File: src/rtl/pmp_guard_pkg.sv
package pmp_guard_pkg;

  localparam logic [1:0] PRIV_U = 2'd0;
  localparam logic [1:0] PRIV_M = 2'd3;

  localparam logic [1:0] AMODE_OFF   = 2'd0;
  localparam logic [1:0] AMODE_TOR   = 2'd1;
  localparam logic [1:0] AMODE_NA4   = 2'd2;
  localparam logic [1:0] AMODE_NAPOT = 2'd3;

  localparam logic [3:0] CAUSE_FETCH = 4'd1;
  localparam logic [3:0] CAUSE_LOAD  = 4'd5;
  localparam logic [3:0] CAUSE_STORE = 4'd7;

  localparam int unsigned STAT_MPRV_BIT = 17;
  localparam int unsigned STAT_MPP_LO   = 11;

  typedef struct packed {
    logic       lock;
    logic [1:0] rsvd;
    logic [1:0] amode;
    logic       x;
    logic       w;
    logic       r;
  } prot_cfg_t;

endpackage

File: src/rtl/pmp_eff_priv.sv
module pmp_eff_priv
  import pmp_guard_pkg::*;
(
  input  logic [1:0] cur_priv,
  input  logic       mprv,
  input  logic [1:0] mpp,
  input  logic [1:0] req_kind,
  output logic       eff_is_m
);

  logic is_fetch;

  always_comb begin
    is_fetch = (req_kind == 2'd0);
    if (!is_fetch && mprv) begin
      eff_is_m = (mpp == PRIV_M);
    end else begin
      eff_is_m = (cur_priv == PRIV_M);
    end
  end

endmodule

File: src/rtl/pmp_entry_match.sv
module pmp_entry_match
  import pmp_guard_pkg::*;
#(
  parameter int unsigned WORD_W = 30
) (
  input  logic [1:0]        amode,
  input  logic [WORD_W-1:0] lo_bound,
  input  logic [WORD_W-1:0] entry_addr,
  input  logic [WORD_W-1:0] waddr,
  output logic              hit
);

  logic [WORD_W-1:0] napot_span;

  always_comb begin
    napot_span = entry_addr ^ (entry_addr + WORD_W'(1));
    unique case (amode)
      AMODE_TOR:   hit = (waddr >= lo_bound) && (waddr < entry_addr);
      AMODE_NA4:   hit = (waddr == entry_addr);
      AMODE_NAPOT: hit = ((waddr ^ entry_addr) & ~napot_span) == '0;
      default:     hit = 1'b0;
    endcase
  end

endmodule

File: src/rtl/pmp_perm_resolve.sv
module pmp_perm_resolve
  import pmp_guard_pkg::*;
#(
  parameter int unsigned N_ENTRIES = 4
) (
  input  logic                   clk,
  input  logic                   rst_n,
  input  logic [N_ENTRIES-1:0]   hit,
  input  logic [8*N_ENTRIES-1:0] cfg_bus,
  input  logic                   req_valid,
  input  logic [1:0]             req_kind,
  input  logic                   eff_is_m,
  output logic                   req_permit,
  output logic                   req_fault,
  output logic [3:0]             fault_cause
);

  logic      sel_found;
  prot_cfg_t sel_cfg;
  logic      kind_ok;
  logic      allowed;
  logic      unused_cfg;

  always_comb begin
    sel_found = 1'b0;
    sel_cfg   = '0;
    for (int i = N_ENTRIES - 1; i >= 0; i--) begin
      if (hit[i]) begin
        sel_found = 1'b1;
        sel_cfg   = prot_cfg_t'(cfg_bus[8*i +: 8]);
      end
    end
  end

  always_comb begin
    if (req_kind[1]) begin
      kind_ok = sel_cfg.w;
    end else if (req_kind[0]) begin
      kind_ok = sel_cfg.r;
    end else begin
      kind_ok = sel_cfg.x;
    end

    if (!sel_found) begin
      allowed = eff_is_m;
    end else if (eff_is_m && !sel_cfg.lock) begin
      allowed = 1'b1;
    end else begin
      allowed = kind_ok;
    end

    req_permit  = req_valid && allowed;
    req_fault   = req_valid && !allowed;
    fault_cause = 4'd0;
    if (req_fault) begin
      if (req_kind[1]) begin
        fault_cause = CAUSE_STORE;
      end else if (req_kind[0]) begin
        fault_cause = CAUSE_LOAD;
      end else begin
        fault_cause = CAUSE_FETCH;
      end
    end
  end

  assign unused_cfg = ^{sel_cfg.rsvd, sel_cfg.amode};

  // user privilege with no matching entry never proceeds
  a_r5_user_nomatch_faults: assert property (@(posedge clk) disable iff (!rst_n)
    (req_valid && !eff_is_m && (hit == '0)) |-> req_fault);

  // machine privilege with no matching entry always proceeds
  a_r4_machine_nomatch_permits: assert property (@(posedge clk) disable iff (!rst_n)
    (req_valid && eff_is_m && (hit == '0)) |-> req_permit);

  // no request, no answer
  a_r6_idle_quiet: assert property (@(posedge clk) disable iff (!rst_n)
    !req_valid |-> (!req_permit && !req_fault && fault_cause == 4'd0));

endmodule

File: src/rtl/pmp_mpp_reg.sv
module pmp_mpp_reg
  import pmp_guard_pkg::*;
(
  input  logic       clk,
  input  logic       rst_n,
  input  logic       trap_take,
  input  logic [1:0] cur_priv,
  input  logic       wr_en,
  input  logic [1:0] wr_data,
  output logic [1:0] mpp
);

  logic [1:0] mpp_q;
  logic [1:0] mpp_nxt;
  logic       mpp_en;

  always_comb begin
    mpp_en  = 1'b0;
    mpp_nxt = mpp_q;
    if (trap_take) begin
      mpp_en  = 1'b1;
      mpp_nxt = (cur_priv == PRIV_M) ? PRIV_M : PRIV_U;
    end else if (wr_en) begin
      mpp_en  = 1'b1;
      mpp_nxt = (wr_data == PRIV_M) ? PRIV_M : PRIV_U;
    end
  end

  always_ff @(posedge clk or negedge rst_n) begin
    if (!rst_n) begin
      mpp_q <= PRIV_U;
    end else if (mpp_en) begin
      mpp_q <= mpp_nxt;
    end
  end

  assign mpp = mpp_q;

  // trap from machine mode leaves the field at machine
  a_r12_trap_from_m: assert property (@(posedge clk) disable iff (!rst_n)
    (trap_take && cur_priv == PRIV_M) |=> (mpp == PRIV_M));

  // trap from user mode leaves the field at user
  a_r12_trap_from_u: assert property (@(posedge clk) disable iff (!rst_n)
    (trap_take && cur_priv != PRIV_M) |=> (mpp == PRIV_U));

  // only the two supported privileges are ever held
  a_r13_mpp_legal: assert property (@(posedge clk) disable iff (!rst_n)
    (mpp == PRIV_M) || (mpp == PRIV_U));

  // the field is stable without a trap or a write
  a_r13_mpp_hold: assert property (@(posedge clk) disable iff (!rst_n)
    (!trap_take && !wr_en) |=> $stable(mpp));

endmodule

File: src/rtl/pmp_access_guard.sv
module pmp_access_guard
  import pmp_guard_pkg::*;
#(
  parameter int unsigned N_ENTRIES = 4,
  parameter int unsigned XLEN      = 32
) (
  input  logic                          clk,
  input  logic                          rst_n,
  input  logic [1:0]                    cur_priv,
  input  logic                          mprv,
  input  logic                          mpp_wr_en,
  input  logic [1:0]                    mpp_wr_data,
  input  logic                          trap_take,
  input  logic [8*N_ENTRIES-1:0]        pmp_cfg,
  input  logic [(XLEN-2)*N_ENTRIES-1:0] pmp_addr,
  input  logic                          req_valid,
  input  logic [1:0]                    req_kind,
  input  logic [XLEN-1:0]               req_addr,
  output logic                          req_permit,
  output logic                          req_fault,
  output logic [3:0]                    fault_cause,
  output logic [1:0]                    mpp,
  output logic [XLEN-1:0]               mstatus_view
);

  localparam int unsigned WORD_W = XLEN - 2;

  logic [WORD_W-1:0]    waddr;
  logic [N_ENTRIES-1:0] hit;
  logic [N_ENTRIES-1:0] lock_bits;
  logic                 eff_is_m;
  logic [1:0]           unused_byte_off;

  assign waddr           = req_addr[XLEN-1:2];
  assign unused_byte_off = req_addr[1:0];

  pmp_mpp_reg i_mpp_reg (
    .clk       (clk),
    .rst_n     (rst_n),
    .trap_take (trap_take),
    .cur_priv  (cur_priv),
    .wr_en     (mpp_wr_en),
    .wr_data   (mpp_wr_data),
    .mpp       (mpp)
  );

  pmp_eff_priv i_eff_priv (
    .cur_priv (cur_priv),
    .mprv     (mprv),
    .mpp      (mpp),
    .req_kind (req_kind),
    .eff_is_m (eff_is_m)
  );

  for (genvar g = 0; g < N_ENTRIES; g++) begin : g_entry
    logic [WORD_W-1:0] lo_bound;
    prot_cfg_t         ecfg;

    assign ecfg         = prot_cfg_t'(pmp_cfg[8*g +: 8]);
    assign lock_bits[g] = ecfg.lock;

    if (g == 0) begin : g_first
      assign lo_bound = '0;
    end else begin : g_rest
      assign lo_bound = pmp_addr[WORD_W*(g-1) +: WORD_W];
    end

    pmp_entry_match #(.WORD_W(WORD_W)) i_match (
      .amode      (ecfg.amode),
      .lo_bound   (lo_bound),
      .entry_addr (pmp_addr[WORD_W*g +: WORD_W]),
      .waddr      (waddr),
      .hit        (hit[g])
    );
  end

  pmp_perm_resolve #(.N_ENTRIES(N_ENTRIES)) i_resolve (
    .clk         (clk),
    .rst_n       (rst_n),
    .hit         (hit),
    .cfg_bus     (pmp_cfg),
    .req_valid   (req_valid),
    .req_kind    (req_kind),
    .eff_is_m    (eff_is_m),
    .req_permit  (req_permit),
    .req_fault   (req_fault),
    .fault_cause (fault_cause)
  );

  always_comb begin
    mstatus_view                                   = '0;
    mstatus_view[STAT_MPRV_BIT]                    = mprv;
    mstatus_view[STAT_MPP_LO+1:STAT_MPP_LO]        = mpp;
  end

  // a machine-mode fetch with no locked entry proceeds regardless of mprv/mpp
  a_r3_fetch_real_priv: assert property (@(posedge clk) disable iff (!rst_n)
    (req_valid && req_kind == 2'd0 && cur_priv == PRIV_M && lock_bits == '0)
      |-> req_permit);

  // with mprv set and a user-level previous privilege, unmatched data access faults
  a_r2_data_uses_mpp: assert property (@(posedge clk) disable iff (!rst_n)
    (req_valid && req_kind != 2'd0 && mprv && mpp == PRIV_U && hit == '0)
      |-> req_fault);

  // the cause code follows the access kind
  a_r6_cause_by_kind: assert property (@(posedge clk) disable iff (!rst_n)
    req_fault |-> (fault_cause == (req_kind[1] ? CAUSE_STORE :
                                   req_kind[0] ? CAUSE_LOAD : CAUSE_FETCH)));

  // machine privilege on data with an unlocked table always proceeds
  a_r4_unlocked_machine_data: assert property (@(posedge clk) disable iff (!rst_n)
    (req_valid && req_kind != 2'd0 && mprv && mpp == PRIV_M && lock_bits == '0)
      |-> req_permit);

endmodule

File: config.mk
export PLATFORM = sky130hd
export DESIGN_NAME = pmp_access_guard
export DESIGN_NICKNAME = d
export VERILOG_FILES = /design/src/rtl/pmp_guard_pkg.sv /design/src/rtl/pmp_eff_priv.sv /design/src/rtl/pmp_entry_match.sv /design/src/rtl/pmp_perm_resolve.sv /design/src/rtl/pmp_mpp_reg.sv /design/src/rtl/pmp_access_guard.sv
export SDC_FILE = /design/constraint.sdc
export NUM_CORES = 1
export LEC_CHECK = 0
export ABC_AREA = 0
export BUFFER_PORTS_ARGS = -buffer_cell sky130_fd_sc_hd__clkbuf_2
export CAP_MARGIN = 5
export CORE_AREA = 2 2 120 122
export CTS_CLUSTER_SIZE = 24
export DETAILED_ROUTE_END_ITERATION = 10
export DIE_AREA = 0 0 122 124
export PLACE_DENSITY_LB_ADDON = 0.3
export SETUP_SLACK_MARGIN = 0.5
export SYNTH_ARGS = -nofsm -noshare
export SYNTH_HDL_FRONTEND = slang
export SYNTH_SLANG_ARGS = --single-unit
File: constraint.sdc
create_clock -name clk -period 3.4 [get_ports clk]
set_input_delay 0.17 -clock clk [delete_from_list [all_inputs] [get_ports clk]]
set_output_delay 0.17 -clock clk [all_outputs]
set_load 0.05 [all_outputs]
==> impl_metrics.py <==
metrics = {
    "synth": {
        "async_reset_ff_frac": 1.00,
        "synthTopCellsByArea": "ha_1 (29%), inv_1 (9.0%), a21oi_1 (7.1%)",
        "synth_top_area_frac": 0.285,
        "ys.flop_type": "dfrtp_1",
        "synthDistinctLibCells": 78,
        "synth_area_per_cell_um2": 6.85,
        "seq_area_frac_synth": 0.00460,
        "ys_seq_elements": 1,
        "netlist_instances": 794,
        "ys_warn_count": 0,
        "syn_area_um2": 5440,
        "synth-edff-count": 0,
        "yosysTopAreaCell": "ha_1",
    },
    "sta": {
        "skew_ns": 0,
        "slew_headroom": 0.665,
        "tightest_slew_ns": 0.498,
        "setup_viol": 5,
        "period_needed_ns": 3.53,
        "rsz0062_at_grt": "yes",
        "fin_ws_ns": -0.134,
        "hold_violations": 0,
        "clock.fmax_ghz": 0.283,
        "maxSlewViolCount": 0,
        "min_period_over_period": 1.04,
    },
    "global_route": {
        "grt_max_degree": 9,
        "grt_pass1_vias": 6818,
        "gr-total-overflow": 0,
        "grt_pass1_wl_um": 33800,
        "grt_usage": 0.282,
        "antenna_found_initial": 0,
    },
    "floorplan": {
        "io_pins": 236,
        "die_height_um": 124,
        "initial_core_util": 0.397,
        "die_w_um": 122,
        "fp.dieArea_um2": 15100,
        "num_rows": 43,
        "core_um2": 13700,
    },
    "pwr": {
        "ir_drop_v": 0.0000746,
        "power.leakage_uw": 0.00434,
        "power.density_nw_per_um2": 147,
    },
    "cts": {
        "clk_pin_slew_ns": 0,
        "clk_latency_ns": 0,
    },
    "critical_path": {
        "cp_data_arrival_time_ns": 3.36,
        "critPathMaxStageDelay_ns": 0.55,
        "end_kind": "primary output",
        "crit_type": "primary input to primary output",
        "worst_ep_required_time_ns": 3.23,
        "path_cells": "clkbuf_16, ha_4, nand2_4, nor3_4, buf_4, a22oi_2, a2111o_1, or4_4, a32o_2, o221a_1, a32oi_1, nand4_2, buf_6, nor3_4, buf_12",
        "path_buf_inv": 4,
        "cp_max_fo": 5,
        "cpMostUsedCell": "nor3_4",
        "cp_top_family": "simple AND/OR/NAND/NOR gates",
        "cp_slowest_cell": "or4_4",
        "startpoint_type": "primary input",
    },
    "routing": {
        "remaining_drc_errors": 0,
        "dr.pass1.iters": 6,
        "wl_um": 22100,
        "num_vias": 7377,
        "viasPerCell": 5.55,
        "drt_iter0_markers": 595,
        "drt-wirelength-per-cell_um": 16.6,
        "ant_nets": 0,
    },
    "placement": {
        "placedInstanceArea_um2": 7830,
        "dp_hpwl_um": 19800,
        "place.gp.congestion": 0.975,
        "preCtsSetupSlack_ns": -0.287,
        "io_buffers": 195,
    },
    "layout": {
        "diodes": 0,
        "multi_input_area_um2": 5020,
        "fin_nets": 1472,
        "fillers": 1345,
        "largest_reg_flops": 1,
        "syn_to_final_growth_pct": 50.1,
        "drive_gt1_frac": 0.370,
        "fin_area_um2": 8170,
        "final_core_util": 0.596,
        "register_area_um2": 25.0,
    },
    "status": {
        "status": "finished, violations left",
        "violations": "negative setup slack",
    },
    "run": {
        "cap_violations": 0,
    },
    "worst_hold_path": {
        "hold_path.class": "primary input to flop",
    },
}
-- synthesized netlist by cell type (all sizes together), types with 3 or more instances --
cell type,count
o2111ai,5
a31oi,32
a21o,13
nor4,38
or3,4
nor2b,7
o211ai,6
a21oi,77
ha,124
o21a,3
o22ai,4
nand4,33
nand3,27
nor3,20
nor4b,3
o21bai,4
nand3b,3
o221ai,3
buf,37
inv,131
nand2,44
or2,3
a22oi,4
and2,8
and4b,3
and4,4
nor3b,3
o21ai,29
a211oi,6
and3,8
a41oi,15
a2111oi,3
nor2,47
o31ai,3
or4,4
a32oi,4
-- what timing repair did --
item / CTS / global route
setup buffers: 6 / 1
gates resized for setup: 37 / 20
hold buffers: 1 / 0
setup endpoints to repair: 5 / 5
pin swaps: 21 / 9
hold endpoints to repair: 1 / 0
-- metrics by stage --
stage	cells	power, uW	TNS (ns)	hold WS [ns]
after floorplan	823	647	0	-0.126
after CTS	1329	1160	-0.419	0.368
after detailed placement	1322	1110	-1.14	-0.0544
final	1330	1200	-0.501	0.372
after global routing	1330	1310	-1.12	0.398
after global placement	1322	1100	-0.706	-0.0547
-- power by group --
group | internal [uW] | switching, uW
Sequential | 13.2 | 1.67
Clock | 0 | 0
Combinational | 529 | 655
-- worst reg2reg max path: cells and delay by family (launching register included) --
| family | cells | cell delay [ns] |
|---|---|---|
| AOI/OAI and AO/OA | 2 | 0.30 |
| DFF | 1 | 0.41 |
| and+or+nand+nor | 1 | 0.15 |
-- cell type report --
cell class,instances,area share
inverters,131,0.0620
multi-input cells,654,0.615
flip-flops and latches,1,0.00306
well taps,180,0.0276
repair buffers,364,0.292
-- cell families (layout without fill, tap and decap cells) --
group / count (synthesis) / in the layout / share of synthesized area
compound gates: 233 / 233 / 0.283
fa+ha+maj: 124 / 124 / 0.285
buf+inv: 168 / 495 / 0.141
other cells: 1 / 30 / 0.000689
flops: 1 / 1 / 0.00460
xor+xnor: 3 / 3 / 0.00483
simple gates: 264 / 264 / 0.281
-- layout by cell type, fill, tap and decap left out, types with 5 or more instances in the layout --
master and n:
clkbuf_2 183, buf_4 164, inv_1 125, ha_1 115, a21oi_1 77, nor2_1 44
nand2_1 43, nand4_1 31, nor4_1 31, a31oi_1 31, conb_1 30, o21ai_0 27
nand3_1 24, nor3_1 15, a41oi_1 13, a21o_1 12, ha_4 9, and3_1 8
nor2b_1 7, and2_1 6, o211ai_1 6, nor4_2 5, o2111ai_1 5, clkbuf_8 5
-- worst paths after layout --
path / depth (start not counted) / slack [ns] / end / from
setup / recovery: 15 / -0.13 / fault_cause[2] / pmp_addr[31]
hold / removal: 2 / 0.37 / i_mpp_reg.mpp[0] / trap_take
setup reg to reg: 3 / 2.41 / i_mpp_reg.mpp[0] / i_mpp_reg.mpp[0]
hold reg to reg: 3 / 0.78 / i_mpp_reg.mpp[0] / i_mpp_reg.mpp[0]
max in group asynchronous: 2 / 2.83 / i_mpp_reg.mpp[0] / rst_n
min in group asynchronous: 2 / 0.49 / i_mpp_reg.mpp[0] / rst_n
-- routing by layer --
layer,routed length [um],vias up,global-route usage
li1,-,3676,-
met1,10200,3358,0.402
met2,10100,308,0.478
met3,1400,35,0.00595
met4,477,0,0.0546
met5,0,-,0
(Power assumes the default switching activity.)
